### src/rtl/dma_seq_pkg.sv
package dma_seq_pkg;
  localparam int DATA_W   = 32;
  localparam int LANES    = DATA_W / 8;
  localparam int LANE_IDX = $clog2(LANES);

  typedef enum logic [1:0] {
    ST_IDLE = 2'd0,
    ST_RD   = 2'd1,
    ST_WR   = 2'd2
  } seq_state_e;

  localparam logic [1:0] SZ_ILLEGAL = 2'd3;
endpackage

### src/rtl/dma_seq_addr.sv
module dma_seq_addr #(
  parameter int AW = 16,
  parameter int OW = 16
) (
  input  logic                 clk,
  input  logic                 rst_n,
  input  logic                 load,
  input  logic [AW-1:0]        init,
  input  logic signed [OW-1:0] step_in,
  input  logic                 adv,
  output logic [AW-1:0]        addr
);
  logic [AW-1:0]        addr_q, addr_d;
  logic signed [OW-1:0] step_q, step_d;
  logic signed [AW-1:0] step_ext;

  assign step_ext = AW'(step_q);

  always_comb begin
    addr_d = addr_q;
    step_d = step_q;
    if (load) begin
      addr_d = init;
      step_d = step_in;
    end else if (adv) begin
      addr_d = addr_q + step_ext;
    end
  end

  always_ff @(posedge clk or negedge rst_n) begin
    if (!rst_n) begin
      addr_q <= '0;
      step_q <= '0;
    end else if (load || adv) begin
      addr_q <= addr_d;
      step_q <= step_d;
    end
  end

  assign addr = addr_q;
endmodule

### src/rtl/dma_seq_pack.sv
module dma_seq_pack
  import dma_seq_pkg::*;
(
  input  logic              clk,
  input  logic              rst_n,
  input  logic              wr_en,
  input  logic [1:0]        wr_lane,
  input  logic [1:0]        wr_size,
  input  logic [DATA_W-1:0] wr_data,
  input  logic [1:0]        rd_lane,
  input  logic [1:0]        rd_size,
  output logic [DATA_W-1:0] rd_data
);
  logic [7:0] hold_q [LANES];
  logic [7:0] hold_d [LANES];
  logic [3:0] wr_nb, rd_nb;

  assign wr_nb = 4'd1 << wr_size;
  assign rd_nb = 4'd1 << rd_size;

  for (genvar b = 0; b < LANES; b++) begin : g_lane
    logic [2:0] rel;
    logic [2:0] src;
    logic       hit;
    assign rel = 3'(b) - {1'b0, wr_lane};
    assign hit = wr_en && (3'(b) >= {1'b0, wr_lane}) && ({1'b0, rel} < wr_nb);
    assign src = 3'(b) + {1'b0, rd_lane};

    always_comb begin
      hold_d[b] = hold_q[b];
      if (hit) hold_d[b] = wr_data[rel[1:0]*8 +: 8];
    end

    always_ff @(posedge clk or negedge rst_n) begin
      if (!rst_n) hold_q[b] <= '0;
      else if (hit) hold_q[b] <= hold_d[b];
    end

    always_comb begin
      rd_data[b*8 +: 8] = 8'h00;
      if ((4'(b) < rd_nb) && (src < 3'(LANES))) rd_data[b*8 +: 8] = hold_q[src[1:0]];
    end
  end

  // a gathered access must fit inside the holding word
  p_lane_fit_r4: assert property (@(posedge clk) disable iff (!rst_n)
    wr_en |-> ({2'b00, wr_lane} + wr_nb) <= 4'(LANES));
endmodule

### src/rtl/dma_minor_seq.sv
module dma_minor_seq
  import dma_seq_pkg::*;
#(
  parameter int AW  = 16,
  parameter int OW  = 16,
  parameter int NBW = 8
) (
  input  logic              clk,
  input  logic              rst_n,
  input  logic              start,
  input  logic [AW-1:0]     cfg_src_addr,
  input  logic [AW-1:0]     cfg_dst_addr,
  input  logic [OW-1:0]     cfg_src_step,
  input  logic [OW-1:0]     cfg_dst_step,
  input  logic [1:0]        cfg_src_size,
  input  logic [1:0]        cfg_dst_size,
  input  logic [NBW-1:0]    cfg_nbytes,
  output logic              busy,
  output logic              done,
  output logic              cfg_err,
  output logic [AW-1:0]     final_src_addr,
  output logic [AW-1:0]     final_dst_addr,
  output logic              bus_req,
  output logic              bus_we,
  output logic [AW-1:0]     bus_addr,
  output logic [1:0]        bus_size,
  output logic [DATA_W-1:0] bus_wdata,
  input  logic              bus_ack,
  input  logic [DATA_W-1:0] bus_rdata
);
  seq_state_e     st_q, st_d;
  logic [1:0]     rcnt_q, rcnt_d, wcnt_q, wcnt_d;
  logic [1:0]     ssz_q, ssz_d, dsz_q, dsz_d;
  logic [NBW-1:0] rem_q, rem_d;
  logic           done_q, done_d, err_q, err_d;

  logic [1:0]     in_unit, u_q, rd_last, wr_last;
  logic [NBW-1:0] in_mask, unit_bytes;
  logic           in_bad, load, rd_hs, wr_hs;
  logic           last_rd, last_wr, last_unit;
  logic [AW-1:0]  src_addr, dst_addr;

  // start-time checks on the incoming descriptor
  assign in_unit = (cfg_src_size < cfg_dst_size) ? cfg_dst_size : cfg_src_size;
  assign in_mask = (NBW'(1) << in_unit) - NBW'(1);
  assign in_bad  = (cfg_src_size == SZ_ILLEGAL) || (cfg_dst_size == SZ_ILLEGAL) ||
                   (cfg_nbytes == '0) || ((cfg_nbytes & in_mask) != '0);
  assign load    = (st_q == ST_IDLE) && start && !in_bad;

  // per-unit access counts of the running descriptor
  assign u_q        = (ssz_q < dsz_q) ? dsz_q : ssz_q;
  assign rd_last    = 2'((3'd1 << (u_q - ssz_q)) - 3'd1);
  assign wr_last    = 2'((3'd1 << (u_q - dsz_q)) - 3'd1);
  assign unit_bytes = NBW'(1) << u_q;
  assign rd_hs      = (st_q == ST_RD) && bus_ack;
  assign wr_hs      = (st_q == ST_WR) && bus_ack;
  assign last_rd    = (rcnt_q == rd_last);
  assign last_wr    = (wcnt_q == wr_last);
  assign last_unit  = (rem_q == unit_bytes);

  always_comb begin
    st_d   = st_q;
    rcnt_d = rcnt_q;
    wcnt_d = wcnt_q;
    rem_d  = rem_q;
    ssz_d  = ssz_q;
    dsz_d  = dsz_q;
    done_d = 1'b0;
    err_d  = 1'b0;
    unique case (st_q)
      ST_IDLE: if (start) begin
        if (in_bad) begin
          err_d = 1'b1;
        end else begin
          st_d   = ST_RD;
          rcnt_d = '0;
          wcnt_d = '0;
          rem_d  = cfg_nbytes;
          ssz_d  = cfg_src_size;
          dsz_d  = cfg_dst_size;
        end
      end
      ST_RD: if (bus_ack) begin
        if (last_rd) begin
          rcnt_d = '0;
          st_d   = ST_WR;
        end else begin
          rcnt_d = rcnt_q + 2'd1;
        end
      end
      ST_WR: if (bus_ack) begin
        if (last_wr) begin
          wcnt_d = '0;
          if (last_unit) begin
            st_d   = ST_IDLE;
            done_d = 1'b1;
          end else begin
            rem_d = rem_q - unit_bytes;
            st_d  = ST_RD;
          end
        end else begin
          wcnt_d = wcnt_q + 2'd1;
        end
      end
      default: st_d = ST_IDLE;
    endcase
  end

  always_ff @(posedge clk or negedge rst_n) begin
    if (!rst_n) begin
      st_q   <= ST_IDLE;
      rcnt_q <= '0;
      wcnt_q <= '0;
      rem_q  <= '0;
      ssz_q  <= '0;
      dsz_q  <= '0;
      done_q <= 1'b0;
      err_q  <= 1'b0;
    end else begin
      st_q   <= st_d;
      done_q <= done_d;
      err_q  <= err_d;
      if (load || rd_hs) rcnt_q <= rcnt_d;
      if (load || wr_hs) begin
        wcnt_q <= wcnt_d;
        rem_q  <= rem_d;
      end
      if (load) begin
        ssz_q <= ssz_d;
        dsz_q <= dsz_d;
      end
    end
  end

  dma_seq_addr #(.AW(AW), .OW(OW)) u_src (
    .clk(clk), .rst_n(rst_n), .load(load), .init(cfg_src_addr),
    .step_in(cfg_src_step), .adv(rd_hs), .addr(src_addr)
  );

  dma_seq_addr #(.AW(AW), .OW(OW)) u_dst (
    .clk(clk), .rst_n(rst_n), .load(load), .init(cfg_dst_addr),
    .step_in(cfg_dst_step), .adv(wr_hs), .addr(dst_addr)
  );

  dma_seq_pack u_pack (
    .clk(clk), .rst_n(rst_n), .wr_en(rd_hs),
    .wr_lane(2'(rcnt_q << ssz_q)), .wr_size(ssz_q), .wr_data(bus_rdata),
    .rd_lane(2'(wcnt_q << dsz_q)), .rd_size(dsz_q), .rd_data(bus_wdata)
  );

  assign busy           = (st_q != ST_IDLE);
  assign bus_req        = busy;
  assign bus_we         = (st_q == ST_WR);
  assign bus_addr       = bus_we ? dst_addr : src_addr;
  assign bus_size       = bus_we ? dsz_q : ssz_q;
  assign done           = done_q;
  assign cfg_err        = err_q;
  assign final_src_addr = src_addr;
  assign final_dst_addr = dst_addr;

  // an unaccepted request keeps its attributes
  p_req_hold_r8: assert property (@(posedge clk) disable iff (!rst_n)
    bus_req && !bus_ack |=> bus_req && $stable(bus_addr) && $stable(bus_we) &&
                            $stable(bus_size) && $stable(bus_wdata));
  // completion is a single-cycle pulse
  p_done_pulse_r6: assert property (@(posedge clk) disable iff (!rst_n)
    done |=> !done);
  // completion follows an accepted write
  p_done_after_wr_r6: assert property (@(posedge clk) disable iff (!rst_n)
    done |-> $past(bus_req && bus_we && bus_ack));
  // a rejected start leaves the bus idle
  p_err_quiet_r7: assert property (@(posedge clk) disable iff (!rst_n)
    cfg_err |-> !bus_req && !done);
endmodule

### config.mk
export PLATFORM = sky130hd
export DESIGN_NAME = dma_minor_seq
export DESIGN_NICKNAME = d
export VERILOG_FILES = /design/src/rtl/dma_seq_pkg.sv /design/src/rtl/dma_seq_addr.sv /design/src/rtl/dma_seq_pack.sv /design/src/rtl/dma_minor_seq.sv
export SDC_FILE = /design/constraint.sdc
export NUM_CORES = 1
export LEC_CHECK = 0
export BUFFER_PORTS_ARGS = -buffer_cell sky130_fd_sc_hd__clkbuf_2
export CORE_ASPECT_RATIO = 0.75
export CORE_UTILIZATION = 30
export DETAILED_ROUTE_END_ITERATION = 16
export PLACE_DENSITY = 0.61
export SETUP_SLACK_MARGIN = 0.02
export SYNTH_ARGS = -nofsm -noshare
export SYNTH_HDL_FRONTEND = slang
export SYNTH_SLANG_ARGS = --single-unit
### constraint.sdc
create_clock -name clk -period 3.54 [get_ports clk]
set_clock_uncertainty 0.1 [all_clocks]
set_input_delay 0 -clock clk [delete_from_list [all_inputs] [get_ports clk]]
set_output_delay 0 -clock clk [all_outputs]
set_load 0.005 [all_outputs]
==> impl_metrics.py <==
metrics = {
    "synth": {
        "synth_edf_count": 0,
        "ys_seq_area_share_pct": 32.99,
        "syn_area_um2": 8798,
        "netlist_top_cells_area": "dfrtp_1 (33%), mux4_2 (14%), nand2_1 (8.8%)",
        "ys_warn_count": 0,
        "async_flop_share_pct": 100.0,
        "postSynthAreaPerCell_um2": 9.522,
        "yosysUniqueCellTypes": 70,
        "synth_largest_area_cell": "dfrtp_1",
        "ys_ff_latch": 116,
        "syn_nets": 1095,
        "synth_top_area_share_pct": 32.99,
        "synth_most_common_cell": "nand2_1",
        "synth_flop_cell": "dfrtp_1",
        "postSynthCellCount": 924,
        "synth_commonest_cells": "nand2_1 (206), dfrtp_1 (116), ha_1 (56), mux4_2 (54), nor2_1 (50)",
    },
    "drt": {
        "firstDrtPassIters": 5,
        "route.detailed.drc": 0,
        "vias": 8429,
        "routedWlPerCell_um": 17.14,
        "viasPerCell": 5.108,
        "drt_iter0_drc": 584,
        "ant_nets": 0,
        "wirelength_um": 28290,
    },
    "cts": {
        "htree_levels": 4,
        "clock_path_buffers": 2,
        "cts.sinks": 116,
        "root_buffer": "clkbuf_16",
        "postCtsSetupRepairBufs": 0,
        "clk_latency_ns": 0.43,
        "cts_tree": "yes",
        "clkSlewWorstSetupHoldPaths_ns": 0.06,
        "numCtsBuffers": 17,
        "cts_hold_buf": 134,
        "post_cts_resized": 0,
    },
    "layout": {
        "seqCellArea_um2": 2903,
        "post-route-util_pct": 42.82,
        "drive_above_1_share_pct": 28.54,
        "fillers": 2696,
        "fin_nets": 1423,
        "multi_input_area_um2": 5554,
        "antenna_cells": 0,
        "syn_to_final_growth_pct": 38.45,
    },
    "timing": {
        "fin_hold_ws_ns": 0.005360,
        "finalSetupViolations": 0,
        "tightest_slew_ns": 0.8551,
        "min_period_ns": 3.188,
        "fin_ws_ns": 0.3522,
        "rsz0062_at_grt": "no",
        "relSlewSlack_pct": 43.00,
        "setup_tns_ns": 0,
        "drv_slew": 0,
        "fin_crit_sh_pct": 90.05,
        "fmax_mhz": 313.7,
        "hold_viol": 0,
    },
    "floorplanning": {
        "dieArea_um2": 30020,
        "fp-row-count": 53,
        "coreArea_um2": 28450,
        "die_x_um": 199.7,
        "dieHeight_um": 150.3,
        "initial_core_util_pct": 30.93,
        "io_pins": 199,
    },
    "pwr": {
        "powerDensity_nw_per_um2": 873.7,
        "leakage_nw": 5.692,
        "totalPowerFinal_mw": 10.64,
        "ir_worst_vdd_uv": 374.6,
    },
    "status": {
        "status": "finished clean",
    },
    "critical_path": {
        "reg2reg_setup_slack_ns": 0.35,
        "cp-start-kind": "input pin",
        "crit_required_ns": 3.78,
        "cp-end-kind": "register",
        "crit_type": "input pin to register",
        "crit_arrival_ns": 3.43,
        "reg2reg_to": "rem_q[7]$_DFFE_PN0P_",
        "worstReg2RegStart": "ssz_q[1]$_DFFE_PN0P_",
        "reg2reg_depth": 11,
        "cp_max_fo": 53,
    },
    "min_path": {
        "hold_path.startpoint": "bus_rdata[18]",
        "min_to": "u_pack.hold_q[18]$_DFFE_PN0P_",
        "min_path_type": "input pin to register",
        "hold_depth": 3,
    },
    "grt": {
        "track_usage_pct": 19.03,
        "grt_first_pass_wirelength_um": 43280,
        "antenna_found_initial": 0,
        "grt_pass1_vias": 7931,
        "gr-total-overflow": 0,
        "grt_max_degree": 62,
    },
    "placed_design": {
        "place_worst_setup_slack_ns": 0.4051,
        "routabilityCongestion": 0.8652,
        "io_buffers": 198,
        "dpl.hpwl_um": 19810,
    },
    "flow_run": {
        "max_cap_viol_count": 0,
    },
}
## flip-flops by register name, indices dropped and copies added, names as in the netlist, 2 cells and up
name / flops
rem_q: 8
ssz_q: 2
st_q: 2
u_src.addr: 16
u_dst.step_ext: 16
u_dst.addr: 16
u_src.step_ext: 16
dsz_q: 2
rcnt_q: 2
u_pack.hold_q: 32
wcnt_q: 2
## power by group
part	leakage (nW)	switching [mW]	internal, mW
combinational	3.99	3.16	3.08
sequential	1.43	0.708	1.97
clock	0.271	0.678	1.05
## layer usage
layer / global-route usage (%) / wire length [um] / up-vias
met5: 0 / 0 / -
met4: 4.237 / 206 / 0
met3: 3.360 / 1712 / 15
met2: 29.48 / 12730 / 307
met1: 27.55 / 13640 / 4102
li1: - / - / 4005
## metrics by stage
| step | std cells | area, um2 |
|---|---|---|
| detailed placement | 1484 | 10260 |
| finish | 1650 | 12180 |
| floorplan | 924 | 8798 |
| global placement | 1484 | 10260 |
| global route | 1650 | 12180 |
| CTS | 1650 | 12180 |
## layout by cell type (no fill, tap or decap), drive strengths merged, types with 6 or more instances in the layout
master,instances
nand4,6
o21a,8
buf,23
clkbuf,216
a21o,7
nor2b,20
mux4,56
inv,34
a31oi,13
and2,11
a21oi,49
and3,19
or3,6
xnor2,9
nor3,17
a221o,8
clkinv,6
nor2,53
xor2,10
o21ai,41
nand2b,11
mux2i,7
nand3,8
dfrtp,116
a211oi,7
ha,56
nand2,208
dlygate4sd3,134
mux2,38
## worst max-delay path, cell delays in order
cell           delay (ns)
dlygate4sd3_1        0.53
clkbuf_2             0.13
inv_1                0.08
ha_1                 0.28
nor2b_1              0.14
o21a_1               0.20
nor2_1               0.17
inv_1                0.06
ha_1                 0.26
nand2b_1             0.09
o211ai_1             0.10
a211oi_2             0.35
and2_4               0.37
buf_12               0.28
o311ai_0             0.16
nor3b_1              0.20
## kinds of logic after synthesis
| group | after synthesis | synth area share (%) |
|---|---|---|
| adder cells (fa/ha/maj) | 59 | 8.646 |
| multiplexers | 101 | 20.08 |
| AND/OR/NAND/NOR | 373 | 19.37 |
| XOR/XNOR | 19 | 1.891 |
| flip-flops | 116 | 32.99 |
| buffers and inverters | 79 | 3.953 |
| AO/OA/AOI/OAI | 177 | 13.07 |
## worst max-delay path by stage
stage / from / to / slack (ns) / depth (start not counted)
final: cfg_src_size[1] / u_src.addr[15]$_DFFE_PN0N_ / 0.35 / 16
after global routing: ssz_q[1]$_DFFE_PN0P_ / rem_q[5]$_DFFE_PN0P_ / 0.05 / 13
after CTS: ssz_q[0]$_DFFE_PN0P_ / u_pack.hold_q[28]$_DFFE_PN0P_ / 0.36 / 9
after detailed placement: ssz_q[1]$_DFFE_PN0P_ / rem_q[5]$_DFFE_PN0P_ / 0.41 / 13
after global placement: ssz_q[1]$_DFFE_PN0P_ / rem_q[5]$_DFFE_PN0P_ / 0.49 / 14
after floorplan: ssz_q[0]$_DFFE_PN0P_ / u_pack.hold_q[10]$_DFFE_PN0P_ / 0.24 / 13
## cell type report
class                   instances  area share [%]
clock buffers                  19           3.636
clock inverters                13           1.109
inverters                      34           1.048
multi-input cells             729           45.59
flip-flops and latches        116           23.83
well taps                     385           3.954
repair buffers                354           20.83
(Power assumes the default switching activity.)
